===== config.mk =====
export PLATFORM = sky130hd
export DESIGN_NAME = uart_flag_reg
export DESIGN_NICKNAME = d
export VERILOG_FILES = /design/src/rtl/uart_flag_pkg.sv /design/src/rtl/ufr_rx_eval.sv /design/src/rtl/ufr_clear_arm.sv /design/src/rtl/uart_flag_reg.sv
export SDC_FILE = /design/constraint.sdc
export NUM_CORES = 1
export LEC_CHECK = 0
export BUFFER_PORTS_ARGS = -buffer_cell sky130_fd_sc_hd__buf_2
export CORE_UTILIZATION = 45
export CTS_CLUSTER_DIAMETER = 200
export DETAILED_ROUTE_END_ITERATION = 12
export GPL_TIMING_DRIVEN = 0
export PLACE_DENSITY_LB_ADDON = 0.05
export SETUP_SLACK_MARGIN = 0.3
export SKIP_LAST_GASP = 1
export SLEW_MARGIN = 20
export SYNTH_ARGS = -nofsm -noshare
export SYNTH_HDL_FRONTEND = slang
export SYNTH_HIERARCHICAL = 1
export SYNTH_SLANG_ARGS = --single-unit

===== constraint.sdc =====
create_clock -name clk -period 2.8 [get_ports clk]
set_input_delay 0.56 -clock clk [delete_from_list [all_inputs] [get_ports clk]]
set_output_delay 0.56 -clock clk [all_outputs]
set_load 0.01 [all_outputs]

===== src/rtl/uart_flag_pkg.sv =====
package uart_flag_pkg;
  localparam int FLAG_W = 8;
  localparam int B_TXE  = 7;
  localparam int B_RXF  = 6;
  localparam int B_OVR  = 5;
  localparam int B_FRM  = 4;
  localparam int B_PAR  = 3;
  localparam int B_TXD  = 2;
  localparam int B_MPR  = 1;
  localparam int B_MPT  = 0;
  localparam logic [FLAG_W-1:0] RESET_FLAGS = 8'h84;
  // bits that software may clear by the read-1 / write-0 handshake
  localparam logic [FLAG_W-1:0] SW_CLR_MASK = 8'hF8;
endpackage


===== src/rtl/ufr_rx_eval.sv =====
module ufr_rx_eval #(
  parameter int DATA_W = 8
) (
  input  logic              rx_done,
  input  logic [DATA_W-1:0] rx_data,
  input  logic              rx_parity_bit,
  input  logic              rx_stop_bit,
  input  logic              par_en,
  input  logic              par_odd,
  input  logic              rxf_now,
  output logic              frame_err,
  output logic              parity_err,
  output logic              overrun,
  output logic              load
);
  logic ones_odd;

  always_comb begin
    ones_odd   = (^rx_data) ^ rx_parity_bit;
    frame_err  = rx_done && !rx_stop_bit;
    parity_err = rx_done && par_en && (ones_odd != par_odd);
    overrun    = rx_done && rxf_now;
    load       = rx_done && !rxf_now && rx_stop_bit && !(par_en && (ones_odd != par_odd));
  end
endmodule


===== src/rtl/ufr_clear_arm.sv =====
module ufr_clear_arm #(
  parameter int                W    = 8,
  parameter logic [W-1:0]      MASK = '1
) (
  input  logic         clk,
  input  logic         rst,
  input  logic         rd,
  input  logic         wr,
  input  logic [W-1:0] wr_data,
  input  logic [W-1:0] flags,
  output logic [W-1:0] clr
);
  logic [W-1:0] raw;

  for (genvar i = 0; i < W; i++) begin : g_bit
    logic armed_q;
    always_ff @(posedge clk) begin
      if (rst)      armed_q <= 1'b0;
      else if (rd)  armed_q <= flags[i];
      else if (wr)  armed_q <= 1'b0;
      else          armed_q <= armed_q & flags[i];
    end
    assign raw[i] = wr && !wr_data[i] && armed_q;
  end

  assign clr = raw & MASK;
endmodule


===== src/rtl/uart_flag_reg.sv =====
module uart_flag_reg
  import uart_flag_pkg::*;
#(
  parameter int DATA_W = 8
) (
  input  logic              clk,
  input  logic              rst,
  input  logic              reg_rd,
  input  logic              reg_wr,
  input  logic [7:0]        wr_data,
  input  logic              tdr_wr,
  input  logic              rdr_rd,
  input  logic              tx_en,
  input  logic              tx_load,
  input  logic              tx_last_bit,
  input  logic              rx_done,
  input  logic [DATA_W-1:0] rx_data,
  input  logic              rx_parity_bit,
  input  logic              rx_stop_bit,
  input  logic              rx_mpb,
  input  logic              par_en,
  input  logic              par_odd,
  output logic [7:0]        status,
  output logic [7:0]        rd_data,
  output logic              rdr_load,
  output logic              mpbt
);
  logic [FLAG_W-1:0] flags_q, flags_d, rd_q, clr;
  logic frame_err, parity_err, overrun, load;

  ufr_clear_arm #(.W(FLAG_W), .MASK(SW_CLR_MASK)) i_arm (
    .clk(clk), .rst(rst), .rd(reg_rd), .wr(reg_wr),
    .wr_data(wr_data), .flags(flags_q), .clr(clr)
  );

  ufr_rx_eval #(.DATA_W(DATA_W)) i_rx (
    .rx_done(rx_done), .rx_data(rx_data), .rx_parity_bit(rx_parity_bit),
    .rx_stop_bit(rx_stop_bit), .par_en(par_en), .par_odd(par_odd),
    .rxf_now(flags_q[B_RXF]), .frame_err(frame_err), .parity_err(parity_err),
    .overrun(overrun), .load(load)
  );

  // set conditions are tested first so they win over any clear
  always_comb begin
    flags_d = flags_q;
    if (!tx_en || tx_load)                        flags_d[B_TXE] = 1'b1;
    else if (clr[B_TXE] || tdr_wr)                flags_d[B_TXE] = 1'b0;

    if (tx_last_bit && flags_q[B_TXE])            flags_d[B_TXD] = 1'b1;
    else if (clr[B_TXE] || tdr_wr || !tx_en)      flags_d[B_TXD] = 1'b0;

    if (load)                                     flags_d[B_RXF] = 1'b1;
    else if (clr[B_RXF] || rdr_rd)                flags_d[B_RXF] = 1'b0;

    if (overrun)                                  flags_d[B_OVR] = 1'b1;
    else if (clr[B_OVR])                          flags_d[B_OVR] = 1'b0;

    if (frame_err)                                flags_d[B_FRM] = 1'b1;
    else if (clr[B_FRM])                          flags_d[B_FRM] = 1'b0;

    if (parity_err)                               flags_d[B_PAR] = 1'b1;
    else if (clr[B_PAR])                          flags_d[B_PAR] = 1'b0;

    if (load)                                     flags_d[B_MPR] = rx_mpb;
    if (reg_wr)                                   flags_d[B_MPT] = wr_data[B_MPT];
  end

  always_ff @(posedge clk) begin
    if (rst) begin
      flags_q <= RESET_FLAGS;
      rd_q    <= '0;
    end else begin
      flags_q <= flags_d;
      if (reg_rd) rd_q <= flags_q;
    end
  end

  assign status   = flags_q;
  assign rd_data  = rd_q;
  assign rdr_load = load;
  assign mpbt     = flags_q[B_MPT];
endmodule


==> results of run 1 <==
## flip-flops by register name, summed over array words and instances (netlist names)
name and count:
i_arm/g_bit.armed_q 5, rd_data 8, status 8
## cell type report
| class | count | area, um^2 | area share [%] |
|---|---|---|---|
| multi-input combinational | 67 | 490.5 | 39.08 |
| sequential | 21 | 420.4 | 33.50 |
| timing repair buffer | 46 | 236.5 | 18.84 |
| tap | 27 | 33.78 | 2.692 |
| clock buffer | 4 | 26.28 | 2.094 |
| buffer | 4 | 25.02 | 1.994 |
| inverter | 6 | 22.52 | 1.795 |
## layout by cell type (no fill, tap or decap), types with 2 or more instances in the layout
cell type,instances
sky130_fd_sc_hd__buf_2,46
sky130_fd_sc_hd__dfxtp_1,21
sky130_fd_sc_hd__nand2b_1,13
sky130_fd_sc_hd__nor2_1,12
sky130_fd_sc_hd__mux2i_1,10
sky130_fd_sc_hd__a21oi_1,8
sky130_fd_sc_hd__inv_1,6
sky130_fd_sc_hd__and3b_2,4
sky130_fd_sc_hd__nand2_1,3
sky130_fd_sc_hd__clkbuf_4,3
sky130_fd_sc_hd__xnor2_1,3
sky130_fd_sc_hd__buf_4,2
sky130_fd_sc_hd__a21oi_2,2
sky130_fd_sc_hd__xor2_1,2
sky130_fd_sc_hd__xnor2_2,2
## layer usage
layer	vias up	GRT usage, %	wire length, um
li1	419	-	-
met1	378	23.38	904
met2	24	30.96	982
met3	0	4.528	100
met4	0	6.667	0
met5	-	0	0
## stage by stage
step / setup slack [ps] / utilization, %
2_1_floorplan: 480.3 / -
3_3_place_gp: 232.9 / 61.29
3_5_place_dp: 188.6 / 61.29
4_1_cts: 319.7 / 62.88
5_1_grt: 301.9 / 63.97
6_report: 353.9 / 63.97
## what timing repair did
action                                  4_1_cts  5_1_grt
pin swaps                                     0        4
cloned                                        0        0
gates resized for setup                       1        3
endpoints found under the setup margin        1        1
## worst paths after layout
| kind | start | to | slack, ps | cells after the start |
|---|---|---|---|---|
| worst max register to register | i_arm/g_bit[6].armed_q | status[6] | 1740 | 3 |
| worst min register to register | i_arm/g_bit[6].armed_q | i_arm/g_bit[6].armed_q | 470 | 2 |
| worst max-delay path | rx_data[6] | rdr_load | 350 | 6 |
| worst min-delay path | tdr_wr | status[2] | 440 | 2 |
## worst max-delay path, delay by kind of cell
family	cells	cell delay [ps]
AOI/OAI and AO/OA	1	290
xor gates and xnor gates	3	760
buffers and inverters	2	280
## report_power, final
group	internal, mW	switching (mW)	total (mW)
logic	0.0725	0.0616	0.134
registers	0.315	0.0126	0.328
clock network	0.0555	0.0896	0.145
total	0.443	0.164	0.607
==> impl_table.tex, run 1 <==
\begin{tabular}{lr}
\hline
Metric & Value \\
\hline
\multicolumn{2}{l}{\textbf{Placement}} \\
Number of I/O port buffers & 46 \\
Last weighted congestion value of the routability-driven placer & 0.7011 \\
HPWL Detailed & 1478 um \\
Placed inst area & 1202 um\^{}2 \\
Placed insts & 171 \\
\multicolumn{2}{l}{\textbf{Power}} \\
Static leakage & 0.6322 nW \\
Maximum vdd drop & 322.5 uV \\
Pwr/cell area & 483.9 nW/um\^{}2 \\
Tot Pwr & 0.6072 mW \\
\multicolumn{2}{l}{\textbf{Cells and area}} \\
Diodes inserted & 0 \\
Area growth, synth to finish & 33.73\% \\
Fillers & 174 \\
Design Area, Final & 1255 um\^{}2 \\
Number of nets in the layout & 180 \\
Layout cell share with drive strength beyond 1 & 41.89\% \\
Final cell count without fillers & 175 \\
\multicolumn{2}{l}{\textbf{Global route}} \\
Total global routing overflow & 0 \\
Largest net degree at the start of global routing & 12 \\
Global-route usage over all layers & 18.56\% \\
Initial antenna violation count & 0 \\
Global-route wire length before repair & 2891 um \\
Vias in the first global route & 687 \\
\multicolumn{2}{l}{\textbf{Synth}} \\
Gate count after technology mapping & 98 \\
Post-Syn Area & 938.4 um\^{}2 \\
Warnings from Yosys & 6 \\
Net Count, Synth & 129 \\
Average footprint of a synthesized cell & 9.576 um\^{}2 \\
\multicolumn{2}{l}{\textbf{Critical path}} \\
Critical path capture point type & output pin \\
Critical path fanouts, max & 3 \\
Arr. time, crit path & 1890 ps \\
Critical path start-end classification & in -> out \\
Cells along the critical path & buf\_6 > xnor2\_1 > xnor3\_1 > xnor2\_2 > a211oi\_2 > buf\_2 \\
Worst endpoint required time & 2240 ps \\
Largest incremental delay on the critical path & 450 ps \\
Worst path slowest cell & sky130\_fd\_sc\_hd\_\_xnor3\_1 \\
Startpoint class of the critical path & input port \\
\multicolumn{2}{l}{\textbf{Drt}} \\
Number of vias after detailed routing & 821 \\
Post-DRT Antenna Nets & 0 \\
DRT Wirelength & 1988 um \\
Starting DRT DRC Count & 4 \\
Drt wl/cell & 11.36 um \\
Number of remaining DRC errors & 1 \\
Vias per cell & 4.691 \\
First-pass detailed-route iteration total & 8 \\
\multicolumn{2}{l}{\textbf{Hold path}} \\
Class of the tightest hold or removal check & in -> reg \\
\multicolumn{2}{l}{\textbf{Clock network}} \\
Register clock-pin slew on the reported worst setup and hold paths & 110 ps \\
Clock Sink Count & 21 \\
Maximum clock path buffer count & 2 \\
TritonCTS clock tree & built \\
Number of buffers created by CTS & 3 \\
Level count of the clock H-tree & 1 \\
Cell chosen for the clock root & sky130\_fd\_sc\_hd\_\_clkbuf\_4 \\
Setup Fix Bufs, Post-CTS & 0 \\
Post-CTS Hold Fix Bufs & 0 \\
Clk Latency, worst-skew pair & 300 ps \\
\multicolumn{2}{l}{\textbf{STA}} \\
Hold slack & 443.0 ps \\
Post-route minimum period & 2446 ps \\
Pin slew with the least headroom to its limit & 281.4 ps \\
Max Clock Skew & 0.6783 ps \\
Relative max-transition margin & 81.21\% \\
RSZ-0062 raised after global routing & false \\
Maximum frequency from static timing analysis & 408.8 MHz \\
Setup\_tns & 0 ps \\
Final setup viols & 0 \\
Number of max-slew violations in the final report & 0 \\
Final period util & 87.36\% \\
Final hold violation count & 0 \\
\multicolumn{2}{l}{\textbf{Floorplanning}} \\
Die width & 47.67 um \\
Site row count & 16 \\
Area of the core region & 1962 um\^{}2 \\
DIE AREA & 2272 um\^{}2 \\
Initial core utilization & 47.83\% \\
Height of the die & 47.67 um \\
Num ports & 49 \\
\multicolumn{2}{l}{\textbf{Flow run}} \\
Max Cap Violations & 0 \\
\multicolumn{2}{l}{\textbf{Run status}} \\
Status & complete, but fails checks \\
Violated checks & design-rule violations \\
\hline
\end{tabular}
Power figures use the tool's default switching activity.
==> run 2: changes to the inputs <==
- CORE_MARGIN: not set -> 2
==> run 2 against run 1 <==
Effect of this change:
- sequential share of layout area up 0.54 points
- sequential cell count unchanged
- count of clock-buffer cells in the layout down 1
- critical path type unchanged
- the flow now finishes without violations
- setup slack better by 28 ps
- largest power group unchanged
- critical path depth unchanged
- highest routed layer is now met4
- maximum frequency up 1.2%
- clock skew up 4.6 ps
- non-clock buffer count unchanged
- register-to-register slack worse by 30 ps
- power down 1.3%
- critical endpoint unchanged
- largest cell class unchanged
- hold slack worse by 11 ps
- global-route usage down 0.87 points
==> impl_table.tex, run 2 (synthesis results as in run 1) <==
\begin{tabular}{lr}
\hline
Metric & Value \\
\hline
\multicolumn{2}{l}{\textbf{Floorplanning}} \\
DIE AREA & 2467 um\^{}2 (+8.6\%) \\
Site row count & 16 (unchanged) \\
Area of the core region & 1962 um\^{}2 (unchanged) \\
Num ports & 49 (unchanged) \\
Die width & 49.67 um (+4.2\%) \\
Height of the die & 49.67 um (+4.2\%) \\
Initial core utilization & 47.83\% (unchanged) \\
\multicolumn{2}{l}{\textbf{STA}} \\
Setup\_tns & 0 ps (unchanged) \\
RSZ-0062 raised after global routing & false \\
Post-route minimum period & 2418 ps (-28.44 ps) \\
Maximum frequency from static timing analysis & 413.6 MHz (+1.2\%) \\
Final hold violation count & 0 (unchanged) \\
Max Clock Skew & 5.278 ps (+4.600 ps) \\
Final period util & 86.34\% (-1.0 points) \\
Final setup viols & 0 (unchanged) \\
Relative max-transition margin & 82.27\% (+1.1 points) \\
Hold slack & 431.9 ps (-11.15 ps) \\
Pin slew with the least headroom to its limit & 262.7 ps (-18.66 ps) \\
Number of max-slew violations in the final report & 0 (unchanged) \\
\multicolumn{2}{l}{\textbf{Clock network}} \\
Number of buffers created by CTS & 3 (unchanged) \\
Level count of the clock H-tree & 1 (unchanged) \\
Maximum clock path buffer count & 2 (unchanged) \\
Setup Fix Bufs, Post-CTS & 0 (unchanged) \\
TritonCTS clock tree & built \\
Clk Latency, worst-skew pair & 310 ps (about the same) \\
Register clock-pin slew on the reported worst setup and hold paths & 120 ps (about the same) \\
Cell chosen for the clock root & sky130\_fd\_sc\_hd\_\_clkbuf\_4 \\
Post-CTS Hold Fix Bufs & 0 (unchanged) \\
Clock Sink Count & 21 (unchanged) \\
\multicolumn{2}{l}{\textbf{Drt}} \\
Post-DRT Antenna Nets & 0 (unchanged) \\
First-pass detailed-route iteration total & 4 (-4) \\
Vias per cell & 4.731 (+0.85\%) \\
Starting DRT DRC Count & 8 (+4) \\
DRT Wirelength & 2003 um (+0.75\%) \\
Number of vias after detailed routing & 828 (+0.85\%) \\
Met3 routed wirelength & 140 um (+40\%) \\
Met1 layer wirelength in the final routing & 879 um (-2.8\%) \\
Amount of wire on met2 after detailed routing & 961 um (-2.1\%) \\
Top Layer Used & met4 \\
Number of remaining DRC errors & 0 (-1) \\
Drt wl/cell & 11.45 um (+0.75\%) \\
\multicolumn{2}{l}{\textbf{Critical path}} \\
Cells along the critical path & buf\_2 > xor2\_1 > xnor3\_1 > xnor2\_1 > a211oi\_2 > buf\_2 \\
Arr. time, crit path & 1860 ps (-30 ps) \\
Critical path capture point type & output pin \\
Startpoint class of the critical path & input port \\
Worst endpoint required time & 2240 ps (about the same) \\
Crit-path most repeated cell & sky130\_fd\_sc\_hd\_\_buf\_2 \\
Largest incremental delay on the critical path & 420 ps (-30 ps) \\
Setup slack of the most critical reg-to-reg path & 1710 ps (-30 ps) \\
Worst path slowest cell & sky130\_fd\_sc\_hd\_\_xnor3\_1 \\
Critical path start-end classification & in -> out \\
Depth of the most critical reg-to-reg path & 3 (unchanged) \\
Critical path fanouts, max & 3 (unchanged) \\
\multicolumn{2}{l}{\textbf{Power}} \\
Power spent charging and discharging nets & 0.1643 mW (+0.24\%) \\
Static leakage & 0.6216 nW (-1.7\%) \\
Clock group share of total power & 24.6\% (+0.7 points) \\
Share of total power in combinational logic & 20.7\% (-1.4 points) \\
Fraction of power spent switching nets & 27.41\% (+0.42 points) \\
Internal portion of total power & 0.4351 mW (-1.9\%) \\
Pwr/cell area & 485.4 nW/um\^{}2 (+0.31\%) \\
Maximum vdd drop & 310.1 uV (-3.9\%) \\
Seq pwr share & 54.8\% (+0.8 points) \\
\multicolumn{2}{l}{\textbf{Placement}} \\
Number of I/O port buffers & 46 (unchanged) \\
Placed insts & 171 (unchanged) \\
HPWL Detailed & 1532 um (+3.6\%) \\
Last weighted congestion value of the routability-driven placer & 0.7124 (+1.6\%) \\
\multicolumn{2}{l}{\textbf{Cells and area}} \\
Footprint of the multi-input gates & 475.5 um\^{}2 (-3.1\%) \\
Most frequent cells in the layout & sky130\_fd\_sc\_hd\_\_buf\_2, sky130\_fd\_sc\_hd\_\_dfxtp\_1, sky130\_fd\_sc\_hd\_\_nand2b\_1 \\
Commonest non-fill, non-tap cell in the layout & sky130\_fd\_sc\_hd\_\_buf\_2 \\
Area growth, synth to finish & 31.60\% \\
Number of nets in the layout & 180 (unchanged) \\
Fillers & 198 (+14\%) \\
Final cell count without fillers & 175 (unchanged) \\
Sequential cell area in the final layout & 420.4 um\^{}2 (unchanged) \\
Diodes inserted & 0 (unchanged) \\
Layout cell share with drive strength beyond 1 & 41.22\% (-0.68 points) \\
\multicolumn{2}{l}{\textbf{Global route}} \\
Total global routing overflow & 0 (unchanged) \\
Vias in the first global route & 786 (+14\%) \\
Initial antenna violation count & 0 (unchanged) \\
Largest net degree at the start of global routing & 13 (+1) \\
Global-route wire length before repair & 3318 um (+15\%) \\
Global-route usage over all layers & 17.70\% (-0.87 points) \\
\multicolumn{2}{l}{\textbf{Run status}} \\
Status & finished, final reports clean \\
\multicolumn{2}{l}{\textbf{Hold path}} \\
Class of the tightest hold or removal check & in -> reg \\
Worst hold path stage count & 2 (unchanged) \\
\multicolumn{2}{l}{\textbf{Flow run}} \\
Max Cap Violations & 0 (unchanged) \\
\hline
\end{tabular}
run 2: per-layer routing:
| metal | GRT usage, % | vias to the layer above |
|---|---|---|
| met5 | 0 | - |
| met4 | 8.333 | 0 |
| met3 | 3.636 | 2 |
| met2 | 29.56 | 28 |
| met1 | 21.63 | 377 |
| li1 | - | 421 |
run 2: stage by stage:
| stage | util (%) | area [um^2] | setup slack [ps] | total power, mW |
|---|---|---|---|---|
| after CTS | 62.95 | 1235 | 343.7 | 0.6053 |
| after floorplan | - | 938.4 | 480.3 | 0.4063 |
| final | 62.95 | 1235 | 382.4 | 0.5994 |
| after global routing | 62.95 | 1235 | 320.8 | 0.6322 |
| after global placement | 61.29 | 1202 | 234.9 | 0.4528 |
| after detailed placement | 61.29 | 1202 | 230.5 | 0.4571 |
run 2: cell type report:
type / instances / area share (%)
clock buffers: 3 / 1.824
flip-flops and latches: 21 / 34.04
multi-input cells: 67 / 38.50
inverters: 6 / 1.824
well taps: 27 / 2.736
clock inverters: 1 / 0.4053
plain buffers: 4 / 2.026
repair buffers: 46 / 18.64
run 2: what timing repair did:
item                                    4_1_cts  5_1_grt
pin swaps                                     0        1
gates cloned                                  0        0
gates resized for setup                       1        0
endpoints found under the setup margin        1        1
run 2: path summary, 6_finish.rpt:
check,from,to
setup / recovery,rx_data[5],rdr_load
hold / removal,tdr_wr,status[2]
setup reg to reg,i_arm/g_bit[6].armed_q,status[6]
hold reg to reg,i_arm/g_bit[4].armed_q,i_arm/g_bit[4].armed_q
run 2: critical path, delay by kind of cell:
| kind | cells | cell delay, ps |
|---|---|---|
| compound gates | 1 | 280 |
| xor+xnor | 3 | 730 |
| buf+inv | 2 | 290 |
run 2: power groups by stage:
stage / clock [mW] / combinational, mW / sequential [mW]
after detailed placement: 0 / 0.123 / 0.335
after global routing: 0.165 / 0.136 / 0.331
final: 0.147 / 0.124 / 0.328
after global placement: 0 / 0.120 / 0.333
after CTS: 0.152 / 0.125 / 0.328
after floorplan: 0 / 0.0671 / 0.339
